## src/rtl/ide_win_pkg.sv

```systemverilog
package ide_win_pkg;
  typedef enum logic [1:0] {
    SZ_BYTE = 2'd0,
    SZ_HALF = 2'd1,
    SZ_WORD = 2'd2,
    SZ_RSVD = 2'd3
  } acc_size_e;

  typedef enum logic [1:0] {
    TGT_HOLE = 2'd0,
    TGT_TASK = 2'd1,
    TGT_CTRL = 2'd2,
    TGT_DATA = 2'd3
  } tgt_e;
endpackage

```

## src/rtl/ide_win_addr_dec.sv

```systemverilog
module ide_win_addr_dec
  import ide_win_pkg::*;
#(
  parameter int IDX_W     = 8,
  parameter int TF_FIRST  = 1,
  parameter int TF_LAST   = 7,
  parameter int CTL_IDX_A = 8,
  parameter int CTL_IDX_B = 22,
  parameter int DATA_IDX  = 0,
  localparam int TF_IDX_W = $clog2(TF_LAST + 1)
) (
  input  logic [IDX_W-1:0]    idx,
  input  acc_size_e           size,
  output tgt_e                tgt,
  output logic [TF_IDX_W-1:0] tf_idx
);
  always_comb begin
    tgt    = TGT_HOLE;
    tf_idx = idx[TF_IDX_W-1:0];
    if (size == SZ_BYTE) begin
      if (int'(idx) >= TF_FIRST && int'(idx) <= TF_LAST)
        tgt = TGT_TASK;
      else if (int'(idx) == CTL_IDX_A || int'(idx) == CTL_IDX_B)
        tgt = TGT_CTRL;
    end else if (size == SZ_HALF || size == SZ_WORD) begin
      if (int'(idx) == DATA_IDX)
        tgt = TGT_DATA;
    end
  end
endmodule

```

## src/rtl/ide_win_lane_swap.sv

```systemverilog
module ide_win_lane_swap #(
  parameter int BYTES = 4,
  localparam int W    = BYTES * 8
) (
  input  logic [W-1:0] din,
  output logic [W-1:0] dout
);
  for (genvar b = 0; b < BYTES; b++) begin : g_lane
    assign dout[8*b +: 8] = din[8*(BYTES-1-b) +: 8];
  end
endmodule

```

## src/rtl/ide_win_rd_mux.sv

```systemverilog
module ide_win_rd_mux
  import ide_win_pkg::*;
#(
  parameter int DATA_W   = 32,
  parameter int TF_REGS  = 7,
  parameter int TF_IDX_W = 3
) (
  input  tgt_e                  tgt,
  input  acc_size_e             size,
  input  logic [TF_IDX_W-1:0]   tf_idx,
  input  logic [TF_REGS*8-1:0]  tf_view,
  input  logic [7:0]            alt_view,
  input  logic [15:0]           dat_sw16,
  input  logic [31:0]           dat_sw32,
  output logic [DATA_W-1:0]     rdata
);
  always_comb begin
    rdata = '0;
    unique case (tgt)
      TGT_TASK: rdata[7:0]  = tf_view[(int'(tf_idx) - 1) * 8 +: 8];
      TGT_CTRL: rdata[7:0]  = alt_view;
      TGT_DATA: begin
        if (size == SZ_WORD) rdata[31:0] = dat_sw32;
        else                 rdata[15:0] = dat_sw16;
      end
      default: begin
        unique case (size)
          SZ_BYTE: rdata[7:0]  = 8'hFF;
          SZ_HALF: rdata[15:0] = 16'hFFFF;
          default: rdata[31:0] = 32'hFFFF_FFFF;
        endcase
      end
    endcase
  end
endmodule

```

## src/rtl/ide_win_decode.sv

```systemverilog
module ide_win_decode
  import ide_win_pkg::*;
#(
  parameter int ADDR_W     = 32,
  parameter int DATA_W     = 32,
  parameter int WIN_W      = 12,
  parameter int STRIDE_LSB = 4,
  parameter int TF_REGS    = 7,
  parameter int CTL_IDX_A  = 8,
  parameter int CTL_IDX_B  = 22,
  localparam int IDX_W     = WIN_W - STRIDE_LSB,
  localparam int TF_IDX_W  = $clog2(TF_REGS + 1)
) (
  input  logic                 clk,
  input  logic                 rst,
  input  logic                 req_valid,
  input  logic                 req_write,
  input  logic [1:0]           req_size,
  input  logic [ADDR_W-1:0]    req_addr,
  input  logic [DATA_W-1:0]    req_wdata,
  output logic                 rsp_valid,
  output logic [DATA_W-1:0]    rsp_rdata,
  output logic                 bk_tf_wr,
  output logic                 bk_tf_rd,
  output logic [TF_IDX_W-1:0]  bk_tf_idx,
  output logic                 bk_ctl_wr,
  output logic                 bk_alt_rd,
  output logic                 bk_dat_wr,
  output logic                 bk_dat_rd,
  output logic                 bk_dat_wide,
  output logic [DATA_W-1:0]    bk_wdata,
  input  logic [TF_REGS*8-1:0] tf_view,
  input  logic [7:0]           alt_view,
  input  logic [DATA_W-1:0]    dat_view
);
  acc_size_e             size;
  tgt_e                  tgt;
  logic [TF_IDX_W-1:0]   tf_idx;
  logic [15:0]           wr_sw16, rd_sw16;
  logic [31:0]           wr_sw32, rd_sw32;
  logic [DATA_W-1:0]     rd_next, wd_next;
  logic                  is_rd, is_wr;

  assign size  = acc_size_e'(req_size);
  assign is_rd = req_valid && !req_write;
  assign is_wr = req_valid && req_write;

  ide_win_addr_dec #(
    .IDX_W(IDX_W), .TF_FIRST(1), .TF_LAST(TF_REGS),
    .CTL_IDX_A(CTL_IDX_A), .CTL_IDX_B(CTL_IDX_B), .DATA_IDX(0)
  ) u_dec (
    .idx(req_addr[WIN_W-1:STRIDE_LSB]), .size(size), .tgt(tgt), .tf_idx(tf_idx)
  );

  ide_win_lane_swap #(.BYTES(2)) u_wsw16 (.din(req_wdata[15:0]), .dout(wr_sw16));
  ide_win_lane_swap #(.BYTES(4)) u_wsw32 (.din(req_wdata[31:0]), .dout(wr_sw32));
  ide_win_lane_swap #(.BYTES(2)) u_rsw16 (.din(dat_view[15:0]),  .dout(rd_sw16));
  ide_win_lane_swap #(.BYTES(4)) u_rsw32 (.din(dat_view[31:0]),  .dout(rd_sw32));

  ide_win_rd_mux #(
    .DATA_W(DATA_W), .TF_REGS(TF_REGS), .TF_IDX_W(TF_IDX_W)
  ) u_mux (
    .tgt(tgt), .size(size), .tf_idx(tf_idx), .tf_view(tf_view),
    .alt_view(alt_view), .dat_sw16(rd_sw16), .dat_sw32(rd_sw32), .rdata(rd_next)
  );

  always_comb begin
    wd_next = '0;
    if (tgt == TGT_DATA) begin
      if (size == SZ_WORD) wd_next[31:0] = wr_sw32;
      else                 wd_next[15:0] = wr_sw16;
    end else begin
      wd_next[7:0] = req_wdata[7:0];
    end
  end

  always_ff @(posedge clk) begin
    if (rst) begin
      rsp_valid   <= 1'b0;
      rsp_rdata   <= '0;
      bk_tf_wr    <= 1'b0;
      bk_tf_rd    <= 1'b0;
      bk_tf_idx   <= '0;
      bk_ctl_wr   <= 1'b0;
      bk_alt_rd   <= 1'b0;
      bk_dat_wr   <= 1'b0;
      bk_dat_rd   <= 1'b0;
      bk_dat_wide <= 1'b0;
      bk_wdata    <= '0;
    end else begin
      rsp_valid <= is_rd;
      if (is_rd) rsp_rdata <= rd_next;
      bk_tf_wr    <= is_wr && tgt == TGT_TASK;
      bk_tf_rd    <= is_rd && tgt == TGT_TASK;
      bk_ctl_wr   <= is_wr && tgt == TGT_CTRL;
      bk_alt_rd   <= is_rd && tgt == TGT_CTRL;
      bk_dat_wr   <= is_wr && tgt == TGT_DATA;
      bk_dat_rd   <= is_rd && tgt == TGT_DATA;
      bk_tf_idx   <= tf_idx;
      bk_dat_wide <= size == SZ_WORD;
      if (is_wr) bk_wdata <= wd_next;
    end
  end

  AST_ONE_STROBE: assert property (@(posedge clk) disable iff (rst)
    $onehot0({bk_tf_wr, bk_tf_rd, bk_ctl_wr, bk_alt_rd, bk_dat_wr, bk_dat_rd}));
  AST_READ_ANSWERED: assert property (@(posedge clk) disable iff (rst)
    (req_valid && !req_write) |=> rsp_valid);
  AST_WRITE_SILENT: assert property (@(posedge clk) disable iff (rst)
    (req_valid && req_write) |=> !rsp_valid);
  AST_RSVD_NO_STROBE: assert property (@(posedge clk) disable iff (rst)
    (req_valid && req_size == 2'd3) |=>
      !(bk_tf_wr || bk_tf_rd || bk_ctl_wr || bk_alt_rd || bk_dat_wr || bk_dat_rd));
  AST_CTL_BYTE_ONLY: assert property (@(posedge clk) disable iff (rst)
    (req_valid && req_size != 2'd0) |=> !(bk_ctl_wr || bk_alt_rd || bk_tf_wr || bk_tf_rd));
  AST_WIDE_FLAG: assert property (@(posedge clk) disable iff (rst)
    (req_valid && req_size == 2'd2) |=> bk_dat_wide);
endmodule

```

## config.mk

```make
export PLATFORM = sky130hd
export DESIGN_NAME = ide_win_decode
export DESIGN_NICKNAME = d
export VERILOG_FILES = /design/src/rtl/ide_win_pkg.sv /design/src/rtl/ide_win_addr_dec.sv /design/src/rtl/ide_win_lane_swap.sv /design/src/rtl/ide_win_rd_mux.sv /design/src/rtl/ide_win_decode.sv
export SDC_FILE = /design/constraint.sdc
export NUM_CORES = 1
export LEC_CHECK = 0
export BUFFER_PORTS_ARGS = -buffer_cell sky130_fd_sc_hd__buf_2
export CAP_MARGIN = 10
export CORE_MARGIN = 5
export CORE_UTILIZATION = 40
export CTS_CLUSTER_DIAMETER = 80
export CTS_CLUSTER_SIZE = 24
export DETAILED_ROUTE_END_ITERATION = 10
export HOLD_SLACK_MARGIN = 0.08
export PLACE_DENSITY = 0.76
export SLEW_MARGIN = 25
export SYNTH_ARGS = -nofsm -noshare
export SYNTH_HDL_FRONTEND = slang
export SYNTH_SLANG_ARGS = --single-unit
```

## constraint.sdc

```tcl
create_clock -name clk -period 5.1 [get_ports clk]
set_clock_uncertainty 0.2 [all_clocks]
set_input_delay 0.765 -clock clk [delete_from_list [all_inputs] [get_ports clk]]
set_output_delay 0.765 -clock clk [all_outputs]
set_load 0.1 [all_outputs]
```

# After elaboration in Yosys (flattened, before gate mapping)
# Index checks and enable logic that the tools add are counted.
dict set report totals {
  output_inout_bits 75
  reg_bits 75
  word_cells 53
}
dict set report op_classes {
  shift 1
  reduce_logical 16
  eq_ne 7
  n_lt_le_gt_ge 2
  muxes 15
  n_addsub 1
}
# operator n
set ops {}
lappend ops {{two-way mux 16 bit} 5}
lappend ops {{variable part select 56 x 32 -> 8 bit} 1}
lappend ops {{one-hot mux 24 bit (2 select lines)} 1}
lappend ops {{two-way mux 24 bit} 1}
lappend ops {{one-hot mux 8 bit (3 select lines)} 1}
lappend ops {{two-way mux 8 bit} 2}
lappend ops {{two-way mux 2 bit} 5}
lappend ops {{logical AND 1 bit} 9}
lappend ops {{equality test 8 x 5 -> 1 bit, second input constant} 1}
lappend ops {{equality test 8 x 6 -> 1 bit, second input constant} 1}
lappend ops {{>= comparator 8 x 1 -> 1 bit, second input constant} 1}
lappend ops {{<= comparator 8 x 3 -> 1 bit, second input constant} 1}
lappend ops {{logical NOT 8 bit} 1}
lappend ops {{equality test 2 bit, second input constant} 3}
lappend ops {{equality test 2 x 1 -> 1 bit, second input constant} 2}
lappend ops {{OR reduction 2 bit} 2}
lappend ops {{subtractor 3 x 1 -> 4 bit, second input constant} 1}
lappend ops {{logical NOT 2 bit} 1}
lappend ops {{logical OR 1 bit} 2}
lappend ops {{logical NOT 1 bit} 1}

# Logic depth before layout (Yosys ltp)
# Gate-level depths: netlist of the first run.
dict set report logic_depth {
  word_depth 8
  ltp_mapped 10
  mapped_depth_nobuf 7
}

# Modules after synthesis
# From an unflattened synthesis of the first run, not the netlist that was laid out.
dict set report unflattened {
  hier_cells 595
  area_unflattened_um2 4844.6
}
# mod area_per_inst_um2 cells_per_inst seq_area_each_um2 instances
set by_module_without_submodules {}
lappend by_module_without_submodules {ide_win_decode 2736.4 299 1501.4 1}
lappend by_module_without_submodules {ide_win_rd_mux 1273.7 182 0.0 1}
lappend by_module_without_submodules {{ide_win_lane_swap (u_rsw32 ...)} 240.2 32 0.0 2}
lappend by_module_without_submodules {{ide_win_lane_swap (u_rsw16 ...)} 120.1 16 0.0 2}
lappend by_module_without_submodules {ide_win_addr_dec 113.9 18 0.0 1}

# Least setup slack after synthesis of the first run
# OpenSTA, ideal clock, no wires.
dict set report synth_path {
  kind {input -> register}
  start {in req_addr[4]}
  end {reg rsp_rdata[5]}
  setup_time_ps 150
  t_required_ps 4750
  path_buffers 2
  stages 8
  slack_ps 1957
  t_arrival_ps 2793
  path_cell_list {clkinv_1 clkbuf_1 ha_1 xor2_2 buf_4 mux4_2 o211ai_1 a311oi_1}
}
dict set report synth_via {
  elab_chain_len 7
  elab_cells_between_ends 18
  classes_between {1 x add/sub; 2 x order compare; 5 x eq/ne; 1 x shift; 6 x mux; 3 x reduce/logical}
}
# element line_no
set synth_lines {}
lappend synth_lines {{start: declaration} ide_win_decode.sv:19} ;# input logic [ADDR_W-1:0] req_addr,
lappend synth_lines {{parallel branches: the longest is 6 deep, another holds subtractor 3 x 1 -> 4 bit} n/a}
lappend synth_lines {{one-hot mux 8 bit (3 select lines) *} ide_win_rd_mux.sv:19} ;# unique case (tgt)
lappend synth_lines {{end signal: assignment} ide_win_decode.sv:92} ;# if (is_rd) rsp_rdata <= rd_next;
lappend synth_lines {{end: declaration} ide_win_decode.sv:22} ;# output logic [DATA_W-1:0] rsp_rdata,
# Mark *: on every way between the ends.
# A chain may end at the register's enable or synchronous reset.

# Final worst setup path of the first run
dict set report layout_path {
  start {in req_addr[4]}
  end {reg rsp_rdata[7]}
}
# The elaborated chain is that of the path after synthesis.

==> run metrics, run 1 <==
CP cell instances buf_2 > clkinv_1 > ha_1 > xor2_2 > mux2i_1 > nor2_1 > o311ai_0 > a311oi_1; Post-Synth Adder-Cell Area 2.25%; routed wl met3 about 960 um; VDD IR max 208 uV; Hold Path End bk_wdata[29]; RSZ-0062 raised after global routing no; WP buf/inv 2; met2 routed WL 6280 um; Psw 517 uW; Cell Int Power approximately 1000 uW; worst r2r src rsp_rdata[17]; first-pass GRT wire length 19100 um; worst hold path type register to register; WS Path Type input port to register; initial antenna violation count 0; syn_area_per_cell 8.72 um^2; Slew @ Worst Pin 1.03 ns; area share of and/or/nand/nor cells after synthesis 19.1%; cts bufs inserted 9; # clock sinks 75; EDFF count, synth 0; Final min period 3.42 ns; Post-Route Setup TNS 0 ns; I/O pin count 241; ys async rst share 0%; DR WL/cell 16.6 um; vias in the first global route about 3900; placed wire-length estimate 10100 um; top_reg_cell synth dfxtp_1; met1 WL 5370 um; Layout area overhead 34.2%; clock share of power 33.2%; max_cap viols 0; H-tree depth 3; post-synth cell types 38; Post-Syn Nets 619; Compound-Gate Fraction of Synth Area between 10% and 20%; worst reg-to-reg path cell count 2; delay-heaviest family, CP XOR/XNOR gates; Core Util, Final 54.1%; # DRC 0; Max stage delay on crit path 0.69 ns; Pre-Repair DR Iteration Count 6; switching share of total power between 30% and 40%; Vias just over 4000; PortBufs around 220; Post-CTS Resized 0; root buffer cell clkbuf_8; total setup buffers inserted after CTS 0; Flop pwr share between 40% and 50%; pwr dens about 290 nW/um^2; Leakage Power 0.00234 uW; worst hold start bk_wdata[29]; Critical Path RT 5.10 ns; Max Buffers Root-to-Sink 2; final setup fails 0; total routing usage reported by global routing between 20% and 30%; largest family of logic cells by synthesized area compound AO/OA/AOI/OAI gates; FF-to-FF setup slack 4.17 ns; Initial DRC Count around 160; Hold Path Stages 2; FP Rows 36; Vias/cell 5.23; Syn Inst Count approximately 450; Worst setup SP type input port; Worst-Skew Late Latency 0.35 ns; mux contribution to synthesized area 14.9%; share of layout cells above drive strength 1 slightly above 40%; Pins Over Slew Limit 0; outcome complete, no violations; gp weighted congestion about 0.90; largest net degree at the start of global routing 67; cell area after synthesis 3890 um^2; slowest stage cell, crit path xor2_2; XOR/XNOR Fraction of Synth Area 0.418%; total die area ~12000 um^2; net count reported at finish 813; crit path DAT 3.42 ns; final wirelength 12900 um; Slew Limit Headroom 31.1%; Final ANT Viol Nets 0; period utilization 67.1%; CTS tree built; Critical Path End Type register; Post-CTS Hold Buffers 0; worst flop-to-flop path endpoint rsp_rdata[17]; synth warn 0; total grt overflow 0; DIE WIDTH 109 um; total power around 1500 uW; final hold vios 0; maximum fanout along the worst path 19; top sig layer met4; Clock Pin Slew Worst Setup and Hold Paths 0.08 ns; fmax 0.292 GHz; DIE HEIGHT about 110 um; Initial Util approximately two fifths; Hold Slack approximately 0.25 ns; core area ~9600 um^2; Yosys reg bits 75; Ant. Diodes 0; combinational power share between 20% and 30%; sequential area share after synthesis about two fifths
[through the flow]
stage / worst slack (ns) / instances / area (um^2)
after CTS: 1.65 / 777 / 5210
after global routing: 1.35 / 777 / 5220
after floorplan: 1.96 / 446 / 3890
after detailed placement: 1.28 / 762 / 5000
final: 1.68 / 777 / 5220
after global placement: 1.31 / 762 / 5000
[cell families after synthesis]
logic type | Yosys count
AND/OR/NAND/NOR | 160
AO/OA/AOI/OAI | 114
flip-flops | 75
multiplexers | 48
buffers and inverters | 41
adder cells (fa/ha/maj) | 7
XOR/XNOR | 1
[state kept, by name, summed over array words and instances, names as in the netlist]
register	count
bk_wdata	32
bk_tf_idx	3
bk_dat_wide	1
bk_dat_rd	1
bk_ctl_wr	1
bk_tf_rd	1
bk_alt_rd	1
bk_tf_wr	1
rsp_rdata	32
bk_dat_wr	1
rsp_valid	1
[metal layers]
metal | global-route usage, % | up-vias
li1 | - | 1980
met2 | 35.2 | 157
met5 | 0 | -
met3 | 4.68 | 29
met1 | 25.6 | 1897
met4 | 6.94 | 0
[tightest hold or removal path, delay by kind of cell, from the launching register on]
family           cells  cell delay (ns)
AND/OR/NAND/NOR      1             0.05
flip-flops           1             0.31
AO/OA/AOI/OAI        1             0.05
[cell type report]
type / count / area [um^2]
Fill cell: 942 / 4420
Multi-Input combinational cell: 330 / 2210
Sequential cell: 75 / 1500
Timing Repair Buffer: 219 / 1100
Tap cell: 133 / 166
Clock buffer: 9 / 124
Clock inverter: 6 / 90.1
Inverter: 5 / 18.8
[power by group through the flow]
stage	sequential [uW]	clock [uW]	combinational (uW)
after floorplan	786	0	129
after global placement	630	0	388
after detailed placement	631	0	393
after CTS	617	512	394
after global routing	620	535	417
final	617	503	394
[cell usage after synthesis (all sizes together) (5+ instances only)]
cell type	count	share of area, %
mux2i	40	10
a311oi	8	1.8
nand3	23	3.0
buf	10	1.8
nand2b	5	0.80
nor2	51	5.0
and3	8	1.3
a21oi	41	5.3
nor3	6	1.0
a211oi	24	6.4
clkbuf	26	2.5
o211ai	16	3.1
mux4	8	4.6
ha	7	2.3
nand2	52	5.0
dfxtp	75	39
o21ai	24	3.1
[worst max-delay path by stage]
stage | cells after the start | start | slack [ns] | endpoint
final | 8 | req_addr[4] | 1.68 | rsp_rdata[7]
after CTS | 8 | req_addr[4] | 1.65 | rsp_rdata[7]
after detailed placement | 8 | req_addr[4] | 1.28 | rsp_rdata[7]
after global routing | 8 | req_addr[4] | 1.35 | rsp_rdata[7]
after floorplan | 8 | req_addr[4] | 1.96 | rsp_rdata[5]
after global placement | 8 | req_addr[4] | 1.31 | rsp_rdata[7]
[layout by cell type, fill, tap and decap left out, drive strengths merged, types with 2 or more instances in the layout]
master  count
clkbuf      9
ha          7
a211oi     24
buf       219
clkinv      3
dfxtp      75
nor3        6
nor2b       3
a21oi      41
or3b        2
bufinv      2
mux2i      40
nand3      23
mux4        8
and3        8
o21ai      24
nor2       51
inv         5
nor4        2
a311oi      8
nand2b      5
or3         2
nand2      52
o211ai     16
and2        3
Note: power is estimated with default switching activity, not from simulation.
==> run 2, diff against run 1 <==
--- a/config.mk
+++ b/config.mk
@@ -5,6 +5,7 @@
 export SDC_FILE = /design/constraint.sdc
 export NUM_CORES = 1
 export LEC_CHECK = 0
+export ABC_AREA = 1
 export BUFFER_PORTS_ARGS = -buffer_cell sky130_fd_sc_hd__buf_2
 export CAP_MARGIN = 10
 export CORE_MARGIN = 5
@@ -13,7 +14,7 @@
 export CTS_CLUSTER_SIZE = 24
 export DETAILED_ROUTE_END_ITERATION = 10
 export HOLD_SLACK_MARGIN = 0.08
-export PLACE_DENSITY = 0.76
+export PLACE_DENSITY = 0.73
 export SLEW_MARGIN = 25
 export SYNTH_ARGS = -nofsm -noshare
 export SYNTH_HDL_FRONTEND = slang
==> constraint.sdc (replaced) <==
create_clock -name clk -period 3.2 [get_ports clk]
set_clock_uncertainty 0.2 [all_clocks]
set_input_delay 0.48 -clock clk [delete_from_list [all_inputs] [get_ports clk]]
set_output_delay 0.48 -clock clk [all_outputs]
set_load 0.1 [all_outputs]
==> run 2 against run 1 <==
  * Synthesized area up 13%
  * Core utilization down 1.6 points
  * Final cell count up 32%
  * Flip-flop and latch count unchanged
  * Critical endpoint is now rsp_rdata[3]
  * Largest cell class unchanged
==> run metrics, run 2 <==
Pre-Repair DR Iteration Count 5; Synth area leader dfxtp_1; Slew @ Worst Pin 0.770 ns; Critical Path End Type register; Post-CTS Hold Buffers 0; Syn Inst Count 686; VDD IR max 247 uV; Layout area overhead 29.4%; # clock sinks 75; I/O pin count 241; max_cap viols 0; Max stage delay on crit path 0.48 ns; pwr dens 420 nW/um^2; Synth area leaders dfxtp_1 34%, nand2_1 22%, nand3_1 11%, nor2_1 5.7%, inv_1 5.0%; Max Buffers Root-to-Sink 2; H-tree depth 3; Post-Route Setup TNS 0 ns; final setup fails 0; Final ANT Viol Nets 0; final std cells w/o fill between 1000 and 1500; first-pass GRT wire length about 22000 um; maximum fanout along the worst path 36; fmax 0.442 GHz; EDFF count, synth 0; Pins Over Slew Limit 0; crit path DAT 2.29 ns; cell with the most instances after synthesis nand2_1; largest net degree at the start of global routing 49; gp weighted congestion slightly above 0.8; FP Rows 38; total grt overflow 0; cts bufs inserted 9; Post-CTS Resized 0; syn_area_per_cell between 6 and 7 um^2; commonest non-fill, non-tap cells in the layout 256 x nand2_1, 216 x buf_2, 94 x nand3_1; total setup buffers inserted after CTS 0; Critical Path RT 3.23 ns; Ant. Diodes 0; worst hold path type input port to register; FF-to-FF setup slack between 2 and 2.5 ns; Post-Syn Nets 859; initial antenna violation count 0; WS Path Type input port to register; biggest regs bk_wdata (32), rsp_rdata (32), bk_tf_idx (3); net count reported at finish 1058; Post-synth top cells 256 x nand2_1, 94 x nand3_1, 75 x dfxtp_1; synth warn 0; Initial DRC Count about 350; vias in the first global route 4659; Vias 4955; total die area 13100 um^2; DIE WIDTH roughly 110 um; Slew Limit Headroom 48.3%; Final min period between 2 and 2.5 ns; PortBufs between 200 and 250; RSZ-0062 raised after global routing no; core area 10800 um^2; DR WL/cell about 14 um; DIE HEIGHT ~110 um; # DRC 0; post-synth cell types 32; Clock Pin Slew Worst Setup and Hold Paths 0.08 ns; Yosys top cell area share 34.3%; final wirelength 14200 um; final hold vios 0; sequential area share after synthesis around a third; top_reg_cell synth dfxtp_1; share of layout cells above drive strength 1 roughly 30%; CTS tree built; CP cell instances buf_2 > inv_1 > ha_1 > inv_1 > nor2_4 > nand3_4 > clkinv_2 > nand2_1 > nand2_1 > inv_1 > nand2_1 > nor2_1 > nor2_1; Yosys reg bits 75; DP Cell Count 1014; total routing usage reported by global routing 21.2%; Worst-Skew Late Latency 0.34 ns; Vias/cell between 4 and 5; Leakage Power between 0.003 and 0.004 uW; slowest stage cell, crit path clkinv_2; placed wire-length estimate 11000 um; root buffer cell clkbuf_8; ys async rst share 0%; cell area after synthesis 4380 um^2; WP buf/inv 5; Worst setup SP type input port; commonest non-fill, non-tap cell in the layout nand2_1; delay-heaviest family, CP buffers and inverters; Core Util, Final 52.5%; period utilization 70.7%; outcome complete, no violations; Initial Util 40.6%
==> run 2: changes by cell type in the layout (fill, tap and decap cells not counted), moves of 16 or more <==
cell,delta
nand3_1,+71
nand2_1,+205
a21oi_1,-21
mux2i_1,-32
inv_1,+54
nor2_1,+16
==> run 2: worst paths after layout <==
path	start	to	depth (start not counted)
hold reg to reg	bk_wdata[24]	bk_wdata[24]	2
hold / removal	req_wdata[12]	bk_wdata[20]	3
setup / recovery	req_size[0]	rsp_rdata[3]	13
setup reg to reg	rsp_rdata[26]	rsp_rdata[26]	4
==> run 2: cells by family (layout without fill, tap and decap cells) <==
logic type / count (synthesis) / count (layout) / synth area share [%]
DFF: 75 / 75 / 34.3
muxes: 8 / 8 / 1.83
adders and majority gates: 7 / 7 / 2.00
AOI/OAI and AO/OA: 52 / 52 / 6.63
and+or+nand+nor: 443 / 443 / 44.3
buffers and inverters: 101 / 303 / 11.0
==> run 2: report_power, final <==
group	switching, uW	internal (uW)	leakage (uW)	total (uW)
Sequential	16.9	970	0.000613	987
Combinational	501	175	0.00244	676
Clock	344	374	0.0000982	718
==> run 2: through the flow <==
stage | total power [uW] | hold slack (ns) | cell area, um^2 | setup WS, ns
2_1_floorplan | 1500 | 0.422 | 4380 | 1.06
6_report | 2380 | 0.186 | 5670 | 0.936
3_3_place_gp | 1680 | 0.249 | 5480 | 0.567
4_1_cts | 2410 | 0.162 | 5670 | 0.950
5_1_grt | 2520 | 0.176 | 5670 | 0.779
3_5_place_dp | 1680 | 0.252 | 5480 | 0.575
==> run 2: worst min-delay path, cell delays in order <==
cell and delay (ns):
buf_2 0.10, nand2_1 0.05, a21oi_1 0.05
==> run 2: area by class of cell <==
type	instances	area, um^2
Clock buffer	10	138
Timing Repair Buffer	226	1160
Inverter	63	238
Clock inverter	4	52.6
Sequential cell	75	1500
Fill cell	1179	5130
Tap cell	140	175
Multi-Input combinational cell	510	2400
==> run 2: routing by layer <==
| layer | share of wire, % | vias up | GRT usage [%] |
|---|---|---|---|
| met5 | 0 | - | 0 |
| li1 | - | 2557 | - |
| met4 | 2.5 | 0 | 8.95 |
| met1 | 42 | 2186 | 26.7 |
| met3 | 8.1 | 25 | 5.39 |
| met2 | 47 | 187 | 34.2 |
==> run 3, diff against run 2 <==
--- a/config.mk
+++ b/config.mk
@@ -14,7 +14,7 @@
 export CTS_CLUSTER_SIZE = 24
 export DETAILED_ROUTE_END_ITERATION = 10
 export HOLD_SLACK_MARGIN = 0.08
-export PLACE_DENSITY = 0.73
+export PLACE_DENSITY = 0.76
 export SLEW_MARGIN = 25
 export SYNTH_ARGS = -nofsm -noshare
 export SYNTH_HDL_FRONTEND = slang
==> constraint.sdc (replaced) <==
create_clock -name clk -period 2 [get_ports clk]
set_clock_uncertainty 0.2 [all_clocks]
set_input_delay 0.3 -clock clk [delete_from_list [all_inputs] [get_ports clk]]
set_output_delay 0.3 -clock clk [all_outputs]
set_load 0.1 [all_outputs]
==> run 3 against run 2 <==
  * Final area rose by 12%
  * Sequential share of layout area fell by 2.8 points
  * Combinational power rose by 76%
  * Critical path depth fell by 2
  * Critical path type unchanged
==> run metrics, run 3 (same netlist as run 2, synthesis figures left out) <==
outcome complete, no violations; net count reported at finish 1113; Vias 5218; I/O pin count 241; Max Buffers Root-to-Sink 2; initial antenna violation count 0; Place WS -0.00199 ns; DIE HEIGHT about 110 um; Leakage Power 0.00348 uW; total setup buffers inserted after CTS 0; PortBufs ~220; Worst-Skew Late Latency 0.34 ns; final setup fails 0; period utilization between 80% and 90%; # clock sinks 75; Psw roughly 1400 uW; Flop pwr share 38.0%; Slew @ Worst Pin 0.520 ns; Max stage delay on crit path 0.28 ns; DR WL/cell around 14 um; gp weighted congestion 0.859; total routing usage reported by global routing 21.9%; Initial DRC Count 501; final worst slack 0.292 ns; switching share of total power 34.2%; Cell Int Power 2740 uW; CP cell instances buf_2 > inv_1 > ha_1 > inv_1 > nor2_4 > nand3_4 > buf_12 > nor3_4 > buf_2 > nand2_1 > a21oi_1; WS Path Type input port to register; first-pass GRT wire length 23000 um; RSZ-0062 raised after global routing no; largest net degree at the start of global routing 49; Critical Path End Type register; VDD IR max 405 uV; Slew Limit Headroom 65.6%; commonest non-fill, non-tap cell in the layout nand2_1; H-tree depth 3; Critical Path RT 2.08 ns; final wirelength 14900 um; final std cells w/o fill 1086; cts bufs inserted 9; vias in the first global route 4879; total grt overflow 0; total die area 13100 um^2; FF-to-FF setup slack 1.12 ns; biggest regs bk_wdata (32), rsp_rdata (32), bk_tf_idx (3); Core Util, Final around three fifths; DIE WIDTH about 110 um; fmax 0.585 GHz; FP Rows 38; crit path DAT 1.79 ns; clock share of power 33.5%; slowest stage cell, crit path ha_1; final hold vios 0; root buffer cell clkbuf_8; share of layout cells above drive strength 1 31.6%; CTS tree built; Pre-Repair DR Iteration Count 4; design area 6330 um^2; core area 10800 um^2; total power between 4000 and 5000 uW; pwr dens roughly 660 nW/um^2; combinational power share 28.5%; commonest non-fill, non-tap cells in the layout 254 x nand2_1, 216 x buf_2, 94 x nand3_1; Final ANT Viol Nets 0; placed wire-length estimate ~11000 um; Initial Util between 40% and 50%; Vias/cell 4.80; # DRC 0; DP Cell Count between 1000 and 1500; Placed Area 5760 um^2; Clock Pin Slew Worst Setup and Hold Paths 0.08 ns; Pins Over Slew Limit 0; Worst setup SP type input port; Final min period 1.71 ns; max_cap viols 0; maximum fanout along the worst path 6; Layout area overhead 44.7%; worst hold path type input port to register
## run 3: changes by cell type in the layout (fill, tap and decap cells not counted), sizes merged
cell / before / now
dlymetal6s4s: 0 / 1
dlygate4sd3: 0 / 27
buf: 226 / 252
clkinv: 6 / 5
bufinv: 1 / 3
inv: 60 / 61
diode: 0 / 2
## run 3: area by class of cell
class	count	area [um^2]
Inverter	63	240
Tap cell	140	175
Sequential cell	75	1500
Clock inverter	6	113
Antenna cell	2	5.00
Clock buffer	9	124
Timing Repair Buffer	281	1760
Fill cell	1096	4460
Multi-Input combinational cell	510	2420
## run 3: timing repair
action / 4_1_cts / 5_1_grt
resized for setup: 0 / 12
setup endpoints to repair: 0 / 58
hold endpoints to repair: 28 / 0
hold buffers: 28 / 0
## run 3: critical path: cells and delay by family
kind | cells | cell delay [ns]
buffers and inverters | 5 | 0.55
and+or+nand+nor | 4 | 0.54
adders and majority gates | 1 | 0.28
AOI/OAI and AO/OA | 1 | 0.11
## run 3: per-layer routing
layer	track usage (%)	vias to the layer above	wire (um)
met5	0	-	0
met1	27.4	2260	6050
met2	34.7	229	7070
met4	12.9	0	610
met3	4.33	51	1190
li1	-	2678	-
## run 3: worst paths after layout
check / cells past startpoint / from / endpoint
setup / recovery: 11 / req_size[0] / bk_wdata[25]
hold / removal: 5 / dat_view[10] / rsp_rdata[18]
hold reg to reg: 2 / bk_wdata[26] / bk_wdata[26]
setup reg to reg: 4 / rsp_rdata[26] / rsp_rdata[26]
## run 3: power groups by stage
stage	logic, uW	registers [uW]	clock network (uW)
floorplan	365	2040	0
CTS	1170	1580	1450
global placement	1120	1610	0
detailed placement	1120	1610	0
global route	1270	1590	1510
finish	1190	1580	1390
## run 3: stage by stage
stage / setup TNS, ns / hold WS (ns)
final: 0 / 0.0984
after global routing: 0 / 0.110
after CTS: 0 / 0.0818
after detailed placement: -0.00199 / 0.256
after global placement: 0 / 0.250
after floorplan: 0 / 0.242
